[src/rtl/hamm_pkg.sv]
package hamm_pkg;

  // smallest k with 2^k >= m + k + 1
  function automatic int chk_bits(int m);
    int k;
    k = 1;
    while ((1 << k) < m + k + 1) k++;
    return k;
  endfunction

  function automatic bit is_pow2(int p);
    return (p & (p - 1)) == 0;
  endfunction

  // 1-based position of message bit j; bit 0 lands on the highest data position
  function automatic int msg_pos(int m, int j);
    int cnt;
    int res;
    cnt = 0;
    res = 0;
    for (int p = 1; p < 4 * m + 8; p++) begin
      if (!is_pow2(p)) begin
        if (cnt == m - 1 - j && res == 0) res = p;
        cnt++;
      end
    end
    return res;
  endfunction

endpackage

[src/rtl/hamm_enc.sv]
module hamm_enc import hamm_pkg::*; #(
  parameter int MSG_W = 8,
  localparam int K = chk_bits(MSG_W),
  localparam int N = MSG_W + K
) (
  input  logic [MSG_W-1:0] msg_i,
  output logic [N:0]       cw_o
);

  logic [N-1:0] pos_w;
  logic         par;

  always_comb begin
    pos_w = '0;
    for (int j = 0; j < MSG_W; j++) pos_w[msg_pos(MSG_W, j) - 1] = msg_i[j];
    for (int i = 0; i < K; i++) begin
      par = 1'b1;  // odd parity: xnor of covered data bits
      for (int p = 1; p <= N; p++) begin
        if (p[i] && !is_pow2(p)) par = par ^ pos_w[p-1];
      end
      pos_w[(1 << i) - 1] = par;
    end
    cw_o = {~^pos_w, pos_w};
  end

endmodule

[src/rtl/hamm_syn.sv]
module hamm_syn import hamm_pkg::*; #(
  parameter int MSG_W = 8,
  localparam int K = chk_bits(MSG_W),
  localparam int N = MSG_W + K
) (
  input  logic [N:0]   cw_i,
  output logic [K-1:0] syn_o,
  output logic         ovr_fail_o
);

  logic acc;

  always_comb begin
    syn_o = '0;
    for (int i = 0; i < K; i++) begin
      acc = 1'b0;
      for (int p = 1; p <= N; p++) begin
        if (p[i]) acc = acc ^ cw_i[p-1];
      end
      syn_o[i] = ~acc;  // even count fails odd parity
    end
    ovr_fail_o = ~^cw_i;
  end

endmodule

[src/rtl/hamm_fix.sv]
module hamm_fix import hamm_pkg::*; #(
  parameter int MSG_W = 8,
  localparam int K = chk_bits(MSG_W),
  localparam int N = MSG_W + K
) (
  input  logic [N-1:0]     pos_i,
  input  logic [K-1:0]     syn_i,
  input  logic             ovr_fail_i,
  output logic [MSG_W-1:0] msg_o,
  output logic             single_o,
  output logic             dbl_o
);

  logic [N-1:0] fixed_w;
  int           idx;

  always_comb begin
    fixed_w  = pos_i;
    single_o = 1'b0;
    dbl_o    = 1'b0;
    idx      = int'(syn_i);
    if (idx == 0) begin
      single_o = ovr_fail_i;  // overall bit alone flipped
    end else if (!ovr_fail_i || idx > N) begin
      dbl_o = 1'b1;
    end else begin
      fixed_w[idx-1] = ~fixed_w[idx-1];
      single_o = 1'b1;
    end
    for (int j = 0; j < MSG_W; j++) msg_o[j] = fixed_w[msg_pos(MSG_W, j) - 1];
  end

endmodule

[src/rtl/hamm_secded_codec.sv]
module hamm_secded_codec import hamm_pkg::*; #(
  parameter int MSG_W = 8,
  localparam int K = chk_bits(MSG_W),
  localparam int N = MSG_W + K,
  localparam int CW_W = N + 1
) (
  input  logic [MSG_W-1:0] msg_i,
  output logic [CW_W-1:0]  cw_o,
  input  logic [CW_W-1:0]  cw_i,
  output logic [MSG_W-1:0] msg_o,
  output logic [K-1:0]     syndrome_o,
  output logic             single_fix_o,
  output logic             dbl_err_o
);

  logic ovr_fail;

  hamm_enc #(.MSG_W(MSG_W)) i_enc (
    .msg_i (msg_i),
    .cw_o  (cw_o)
  );

  hamm_syn #(.MSG_W(MSG_W)) i_syn (
    .cw_i       (cw_i),
    .syn_o      (syndrome_o),
    .ovr_fail_o (ovr_fail)
  );

  hamm_fix #(.MSG_W(MSG_W)) i_fix (
    .pos_i      (cw_i[N-1:0]),
    .syn_i      (syndrome_o),
    .ovr_fail_i (ovr_fail),
    .msg_o      (msg_o),
    .single_o   (single_fix_o),
    .dbl_o      (dbl_err_o)
  );

endmodule

[config.mk]
export PLATFORM = sky130hd
export DESIGN_NAME = hamm_secded_codec
export DESIGN_NICKNAME = d
export VERILOG_FILES = /design/src/rtl/hamm_pkg.sv /design/src/rtl/hamm_enc.sv /design/src/rtl/hamm_syn.sv /design/src/rtl/hamm_fix.sv /design/src/rtl/hamm_secded_codec.sv
export SDC_FILE = /design/constraint.sdc
export NUM_CORES = 1
export LEC_CHECK = 0
export ABC_AREA = 1
export BUFFER_PORTS_ARGS = -buffer_cell sky130_fd_sc_hd__buf_2
export CORE_MARGIN = 2
export CORE_UTILIZATION = 35
export DETAILED_ROUTE_END_ITERATION = 10
export GPL_TIMING_DRIVEN = 0
export SYNTH_ARGS = -nofsm -noshare
export SYNTH_HDL_FRONTEND = slang
export SYNTH_SLANG_ARGS = --single-unit
[constraint.sdc]
create_clock -name vclk -period 4.9
set_input_delay 0 -clock vclk [all_inputs]
set_output_delay 0 -clock vclk [all_outputs]
set_load 0.1 [all_outputs]
== Word-level counts from Yosys, hierarchy flattened ==
Index checks and enable logic that the tools add are counted.
Cells by class
  add/subtract/negate cells: 1
  order comparisons: 3
  multiplexer cells: 12
  bitwise operators: 40
  reductions and logical operators: 6
Operator list (number)
  $ge 32x1->1 const B: 1
  $lt 32x6->1 const B: 1
  $xor 1x1->1: 32
  $mux 12: 2
  $reduce_xnor 13->1: 1
  $bwmux 12: 1
  $reduce_xnor 12->1: 1
  $not 1->1: 8
  $mux 1: 7
  $sub 4x1->5 const B: 1
  $bmux 1 s4: 1
  $demux 1 s4: 1
  $gt 4x4->1 const B: 1
  $logic_not 4->1: 1
  $logic_and 1x1->1: 1
  $logic_not 1->1: 1
  $logic_or 1x1->1: 1
Word-level totals
  bits in registers: 0
  bits of input ports: 21
  output and inout bits: 27
  logic and storage cells: 62

== Logic depth before layout (Yosys ltp) ==
Gate-level depths: netlist of run 1.
  depth in word-level cells: 14
  mapped depth: 19
  depth with buffers taken out: 18

== Modules after synthesis ==
A second synthesis of run 1 with hierarchy kept.
Unflattened totals
  cells, all modules: 239
  area total of the unflattened synthesis: 1193.6 sq um
Modules (own cells, without submodules)
  hamm_fix: instances 1, cells each 109, area each 535.5 sq um, seq. area each 0.0 sq um
  hamm_syn: instances 1, cells each 86, area each 397.9 sq um, seq. area each 0.0 sq um
  hamm_enc: instances 1, cells each 44, area each 260.2 sq um, seq. area each 0.0 sq um

== Least setup slack after synthesis of run 1 ==
Ideal clock, no wire load.
  kind: input to output
  start: input cw_i[8]
  end: output dbl_err_o
  arrival: 3.989 ns
  data required time: 4.900 ns
  setup slack: 0.911 ns
  stages on the path: 15
  path buffers: 1
  cells stage by stage: buf_6 inv_2 nand2_2 nand3_1 nand2_1 nand2_1 nand3_2 nand2_2 inv_2 ha_1 a21oi_4 nand2_1 nand2_2 inv_1 a21oi_1
Between the ends
  elaborated cells between the ends (all ways): 15
  those cells by class: 1 x order compare; 2 x mux; 8 x bitwise; 4 x reduce/logical
RTL lines
  start: declaration: RTL line hamm_secded_codec.sv:9  | input logic [CW_W-1:0] cw_i,
  $xor 1x1->1 (*) (2 in a row): RTL line hamm_syn.sv:18  | if (p[i]) acc = acc ^ cw_i[p-1];
  $not 1->1 (*): RTL line hamm_syn.sv:20  | syn_o[i] = ~acc;
  via syndrome_o[0]: RTL line hamm_secded_codec.sv:11  | output logic [K-1:0] syndrome_o,
  $gt 4x4->1: RTL line hamm_fix.sv:24  | end else if (!ovr_fail_i || idx > N) begin
  $logic_or 1x1->1: RTL line hamm_fix.sv:24
  $mux 1: RTL line hamm_fix.sv:24
  $mux 1 (*): RTL line hamm_fix.sv:22  | if (idx == 0) begin
  end: declaration: RTL line hamm_secded_codec.sv:13  | output logic dbl_err_o
The timed path passes the listed nets; every way through them passes the cells marked *.

== Worst setup path after layout of run 1 ==
  start: input cw_i[0]
  end: output msg_o[1]
Between the ends
  longest elaborated chain between the ends: 14
  elaborated cells between the ends (all ways): 24
  those cells by class: 1 x add/sub; 3 x order compare; 8 x mux; 7 x bitwise; 5 x reduce/logical
RTL lines
  $xor 1x1->1 (5 in a row): RTL line hamm_syn.sv:18
  $not 1->1: RTL line hamm_syn.sv:20
  $sub 4x1->5: RTL line hamm_fix.sv:27  | fixed_w[idx-1] = ~fixed_w[idx-1];
  $ge 32x1->1 (implied by the code), or another cell as far along: RTL line hamm_fix.sv:27
  $logic_and 1x1->1 (implied by the code) / $mux 1 (equally long branches): RTL line hamm_fix.sv:27
  $mux 1 (implied by the code): RTL line hamm_fix.sv:27
  $demux 1 s4 / $not 1->1 (equally long branches)
  $bwmux 12: RTL line hamm_fix.sv:27
  $mux 12: RTL line hamm_fix.sv:24
  $mux 12 (*): RTL line hamm_fix.sv:22
  end: declaration: RTL line hamm_secded_codec.sv:10  | output logic [MSG_W-1:0] msg_o,
Every way passes the cells marked *; elsewhere a longest branch is shown, timed or not. The select of a mux whose other input is x is not followed.

==> flow_summary.toml, run 1 <==
[clock_network]
cts.repair.resized = 0
ctsHoldBuffers = 0
post-cts-setup-buffer-count = 0

[grt]
grt.total_usage_pct = 15.4
global_route.overflow_total = 0
vias_in_the_first_global_route = 1197
number_of_antenna_violations_at_the_first_check_in_global_routing = 0
grt_first_pass_wirelength_mm = 5.37
pin_count_of_the_biggest_net_entering_global_routing = 11

[critical_path]
cp_slowest_cell = "sky130_fd_sc_hd__buf_2"
cp_slowest_stage_delay_ns = 0.43
critPathArrivalTime_ns = 2.60
cp_data_required_time_ns = 4.90
timing_worst_setup_path_type = "input port to output port"
crit_chain = "buf_2, inv_1, nand2_2, nand2_1, nand2_1, nand2_1, nand2_1, nand3_2, nand2_2, inv_2, ha_1, inv_1, nor2_4, nor2_4, nand2_1, nor3_2, nor2_1, a21oi_1, buf_2"
crit_top_cell = "sky130_fd_sc_hd__nand2_1"
start_kind = "input port"
kind_of_capture_point_of_the_worst_setup_path = "output port"
timing.critical_path.fanout_max = 10

[finish]
antenna-diode-count = 0
layout.clock_buffers = 0
seq_cells = 0
seqCellArea_um2 = 0
design.final.nets = 285
layout_commonest_cell = "sky130_fd_sc_hd__nand2_1"
final_layout_size_suffix_gt1_share_pct = 37.0
syn_to_final_growth_pct = 22.0
layout.cells.most_common_list = "70 x sky130_fd_sc_hd__nand2_1, 44 x sky130_fd_sc_hd__buf_2, 22 x sky130_fd_sc_hd__nand3_1, 19 x sky130_fd_sc_hd__xnor2_1, 17 x sky130_fd_sc_hd__inv_1"

[synthesis]
yosysWarnings = 0
synth_fp_nets = 239
yosysTopAreaCellShare_pct = 20.8
post_synth_main_area_contributors = "sky130_fd_sc_hd__nand2_1 21%, sky130_fd_sc_hd__xnor2_1 13%, sky130_fd_sc_hd__nand3_1 8.7%"
avgSynthCellArea_um2 = 5.93
yosysUniqueCellTypes = 25
yosysSeqAreaShare_pct = 0
post_synth_inst_count = 213
post_synth_instance_area_um2 = 1260
netlist.top_cell.by_area = "sky130_fd_sc_hd__nand2_1"

[sta]
hold_slack_ns = 0.500
final.period_utilization_pct = 53.1
period_needed_ns = 2.60
setup_total_negative_slack_ns = 0
tightestPinTransition_ns = 0.494
achievable-frequency_mhz = 384
max_slew_headroom_at_the_worst_pin_pct = 67.3
setup_viol_count_final = 0
timing_max_transition_violations_final = 0
grt_setup_unrepaired = "no"
final_hold_viol_count = 0

[pwr]
power_per_cell_area_nw_per_um2 = 372
static-leakage-power_nw = 0.848
max_rail_drop_vdd_mv = 0.162

[min_path]
tightest_hold_check_type = "input port to output port"

[die]
pin_count = 48
start_util_pct = 37.2
core-area_um2 = 3390
chipHeight_um = 64.1
fp.dieArea_um2 = 4100
die-width_um = 64.1
core.rowCount = 21

[drt]
total_via_count_in_the_routed_design = 1336
viasPerCell = 4.41
route.detailed.wl_per_inst_um = 10.1
drc = 0
detail_route.wirelength_mm = 3.06
detailedRoute.firstPassIterationCount = 4
postRouteAntennaNets = 0
detailedRoute.firstIterationViolations = 26

[flow_run]
count_of_maximum_capacitance_violations = 0

[outcome]
status = "finished clean"

[place]
finalWeightedCongestion = 0.845
dpl.hpwl_mm = 2.63
place.port_buffers = 44
==> final cells by class <==
cell class	count	area, um2
fill	363	1850
inverter	23	87.6
buffer	13	103
timing repair buffer	44	220
tap	46	57.6
multi-input combinational	177	1070
==> logic make-up (layout without fill, tap and decap cells) <==
logic type / Yosys count / count (layout) / synth area share (%)
XOR/XNOR: 27 / 27 / 20.2
AO/OA/AOI/OAI: 8 / 8 / 4.36
AND/OR/NAND/NOR: 137 / 137 / 55.4
buffers and inverters: 36 / 80 / 15.1
adder cells (fa/ha/maj): 5 / 5 / 4.96
==> per-stage QoR <==
| stage | util, % | setup slack (ns) | area, um2 | total power [mW] | cells |
|---|---|---|---|---|---|
| finish | 45.4 | 2.30 | 1540 | 0.574 | 303 |
| global route | 45.4 | 2.01 | 1540 | 0.614 | 303 |
| CTS | 45.4 | 2.28 | 1540 | 0.577 | 303 |
| detailed placement | 45.4 | 2.31 | 1540 | 0.575 | 303 |
| global placement | 45.4 | 2.31 | 1540 | 0.576 | 303 |
| floorplan | - | 0.911 | 1260 | 0.492 | 213 |
==> synthesized netlist by cell type <==
library cell               instances
sky130_fd_sc_hd__a21oi_1           6
sky130_fd_sc_hd__a21oi_4           1
sky130_fd_sc_hd__buf_4            10
sky130_fd_sc_hd__buf_6             2
sky130_fd_sc_hd__clkbuf_2          1
sky130_fd_sc_hd__clkinv_2          1
sky130_fd_sc_hd__ha_1              5
sky130_fd_sc_hd__inv_1            17
sky130_fd_sc_hd__inv_2             5
sky130_fd_sc_hd__nand2_1          70
sky130_fd_sc_hd__nand2_2          13
sky130_fd_sc_hd__nand2_4           4
sky130_fd_sc_hd__nand3_1          22
sky130_fd_sc_hd__nand3_2           6
sky130_fd_sc_hd__nand4_1           6
sky130_fd_sc_hd__nor2_1            8
sky130_fd_sc_hd__nor2_2            1
sky130_fd_sc_hd__nor2_4            3
sky130_fd_sc_hd__nor3_2            2
sky130_fd_sc_hd__o21ai_2           1
sky130_fd_sc_hd__or2_0             1
sky130_fd_sc_hd__or2_1             1
sky130_fd_sc_hd__xnor2_1          19
sky130_fd_sc_hd__xnor2_4           1
sky130_fd_sc_hd__xor2_1            7
==> worst max-delay path: cells and delay by family <==
kind                     cells  cell delay (ns)
adder cells (fa/ha/maj)      1             0.25
AND/OR/NAND/NOR             12             1.44
buffers and inverters        5             0.80
AO/OA/AOI/OAI                1             0.10
==> path summary, 6_finish.rpt <==
check / end / slack (ns) / startpoint / cells after the start
setup / recovery: msg_o[1] / 2.30 / cw_i[0] / 19
hold / removal: msg_o[3] / 0.50 / cw_i[8] / 4
==> metal layers <==
layer / vias up / track usage [%] / wire length [um]
li1: 746 / - / -
met1: 562 / 22.6 / 1520
met2: 28 / 26.6 / 1410
met3: 0 / 0.528 / 127
met4: 0 / 0 / 0
met5: - / 0 / 0
==> report_power, final <==
group	internal (mW)	total, mW	switching, mW
Sequential	0	0	0
Combinational	0.118	0.574	0.456
Clock	0	0	0
(Power assumes the default switching activity.)
==> inputs of run 2 (changes only) <==
Clock period 4.9 ns to 2.25 ns, I/O delays scaled along.
==> flow_summary.toml, run 2 (synthesis gave the netlist of run 1 again) <==
[finish]
final_layout_size_suffix_gt1_share_pct = 52.2
seqCellArea_um2 = 0
multi_input_area_um2 = 1360
layout_commonest_cell = "sky130_fd_sc_hd__nand2_1"
num-fill-cells = 325
syn_to_final_growth_pct = 60.0
antenna-diode-count = 0
design.final.nets = 298
layout.cells.most_common_list = "58 x sky130_fd_sc_hd__nand2_1, 34 x sky130_fd_sc_hd__buf_2, 24 x sky130_fd_sc_hd__buf_4, 20 x sky130_fd_sc_hd__nand3_1"
seq_cells = 0
layout.clock_buffers = 0
summed_area_of_non_filler_cells_in_the_final_layout_um2 = 2020

[sta]
final_hold_viol_count = 0
period_needed_ns = 2.20
timing_max_transition_violations_final = 0
max_slew_headroom_at_the_worst_pin_pct = 61.8
final.period_utilization_pct = 97.8
setup_total_negative_slack_ns = 0
setup_viol_count_final = 0
achievable-frequency_mhz = 454
tightestPinTransition_ns = 0.569

[min_path]
tightest_hold_check_type = "input port to output port"

[drt]
postRouteAntennaNets = 0
detail_route.wirelength_mm = 3.68
detailedRoute.firstPassIterationCount = 4
detailedRoute.firstIterationViolations = 34
total_via_count_in_the_routed_design = 1488
drc = 0
viasPerCell = 4.71
route.detailed.wl_per_inst_um = 11.7

[place]
finalWeightedCongestion = 0.872
post_dp_cell_area_um2 = 1780
place.port_buffers = 44
dpl.hpwl_mm = 2.88

[grt]
number_of_antenna_violations_at_the_first_check_in_global_routing = 0
global_route.usage.met1_pct = 22.8
grt_met2_usage_pct = 27.9
grtUsageMet3_pct = 1.23
vias_in_the_first_global_route = 1206
busiest_layer = "met2"
grt_first_pass_wirelength_mm = 5.58
grt.total_usage_pct = 16.4
global_route.overflow_total = 0
pin_count_of_the_biggest_net_entering_global_routing = 11

[outcome]
status = "finished clean"

[critical_path]
start_kind = "input port"
kind_of_capture_point_of_the_worst_setup_path = "output port"
critPathArrivalTime_ns = 2.20
timing.critical_path.fanout_max = 5
timing_worst_setup_path_type = "input port to output port"
cp_data_required_time_ns = 2.25

[pwr]
internal_power_consumption_mw = 0.409
share_seq_of_total_power_pct = 0
p_comb_share_pct = 100.0
power_switching_mw = 1.14
max_rail_drop_vdd_mv = 0.380
power_per_cell_area_nw_per_um2 = 766
static-leakage-power_nw = 0.986
clockPowerShare_pct = 0
sw_frac_of_total_pct = 73.6

[flow_run]
count_of_maximum_capacitance_violations = 0

[die]
core.rowCount = 21
start_util_pct = 37.2
core-area_um2 = 3390
die-width_um = 64.1
pin_count = 48
fp.dieArea_um2 = 4100
chipHeight_um = 64.1
## run 2: cell types whose count changed in the layout (fill, tap and decap cells not counted), sizes merged
cell,delta
nor2,+1
inv,-2
clkinvlp,+2
buf,+11
clkbuf,+1
## run 2: final timing paths
kind | startpoint | endpoint | cells past startpoint
worst max-delay path | cw_i[2] | msg_o[7] | 18
worst min-delay path | cw_i[8] | msg_o[3] | 4
## run 2: metal layers
layer / vias to the layer above / wire length [um]
li1: 775 / -
met1: 666 / 1640
met2: 41 / 1810
met3: 6 / 179
met4: 0 / 48
met5: - / 0
## run 2: worst max-delay path, stage by stage
cell                         delay, ns
sky130_fd_sc_hd__buf_2            0.15
sky130_fd_sc_hd__inv_4            0.09
sky130_fd_sc_hd__nand2_1          0.05
sky130_fd_sc_hd__nand2_1          0.09
sky130_fd_sc_hd__nand2_1          0.11
sky130_fd_sc_hd__nand2_1          0.10
sky130_fd_sc_hd__nand2_2          0.09
sky130_fd_sc_hd__nand2_8          0.11
sky130_fd_sc_hd__clkinvlp_4       0.14
sky130_fd_sc_hd__ha_4             0.20
sky130_fd_sc_hd__inv_2            0.06
sky130_fd_sc_hd__nor2_4           0.05
sky130_fd_sc_hd__nor2_4           0.19
sky130_fd_sc_hd__nand2_4          0.09
sky130_fd_sc_hd__nor3_4           0.26
sky130_fd_sc_hd__nor2_2           0.08
sky130_fd_sc_hd__a21oi_4          0.14
sky130_fd_sc_hd__buf_12           0.19
## run 2: power groups by stage
stage / sequential, mW / combinational (mW) / clock [mW]
floorplan: 0 / 1.22 / 0
CTS: 0 / 1.46 / 0
global route: 0 / 1.63 / 0
global placement: 0 / 1.41 / 0
detailed placement: 0 / 1.41 / 0
finish: 0 / 1.55 / 0
## run 2: cell type report
class                           instances  area share (%)
Multi-Input combinational cell        178            67.3
Timing Repair Buffer                   56            19.6
Inverter                               23            5.20
Buffer                                 13            5.08
Tap cell                               46            2.85
## run 2: per-stage QoR
step                cells  power [mW]  utilization [%]  hold WS [ns]  worst slack [ns]
detailed placement    303        1.41             52.5         0.511            -0.347
CTS                   304        1.46             55.0         0.493           -0.0195
floorplan             213        1.22                -         0.212            -0.417
global route          316        1.63             59.6         0.507           -0.0311
global placement      303        1.41             52.5         0.508            -0.337
finish                316        1.55             59.6         0.492            0.0486
## run 2: repair_timing
item                       4_1_cts  5_1_grt
gates resized for setup         23       17
gates cloned                     0        1
pin swaps                        4        7
setup endpoints to repair        9        9
hold buffers                     0        0
buffers inserted                 1       11
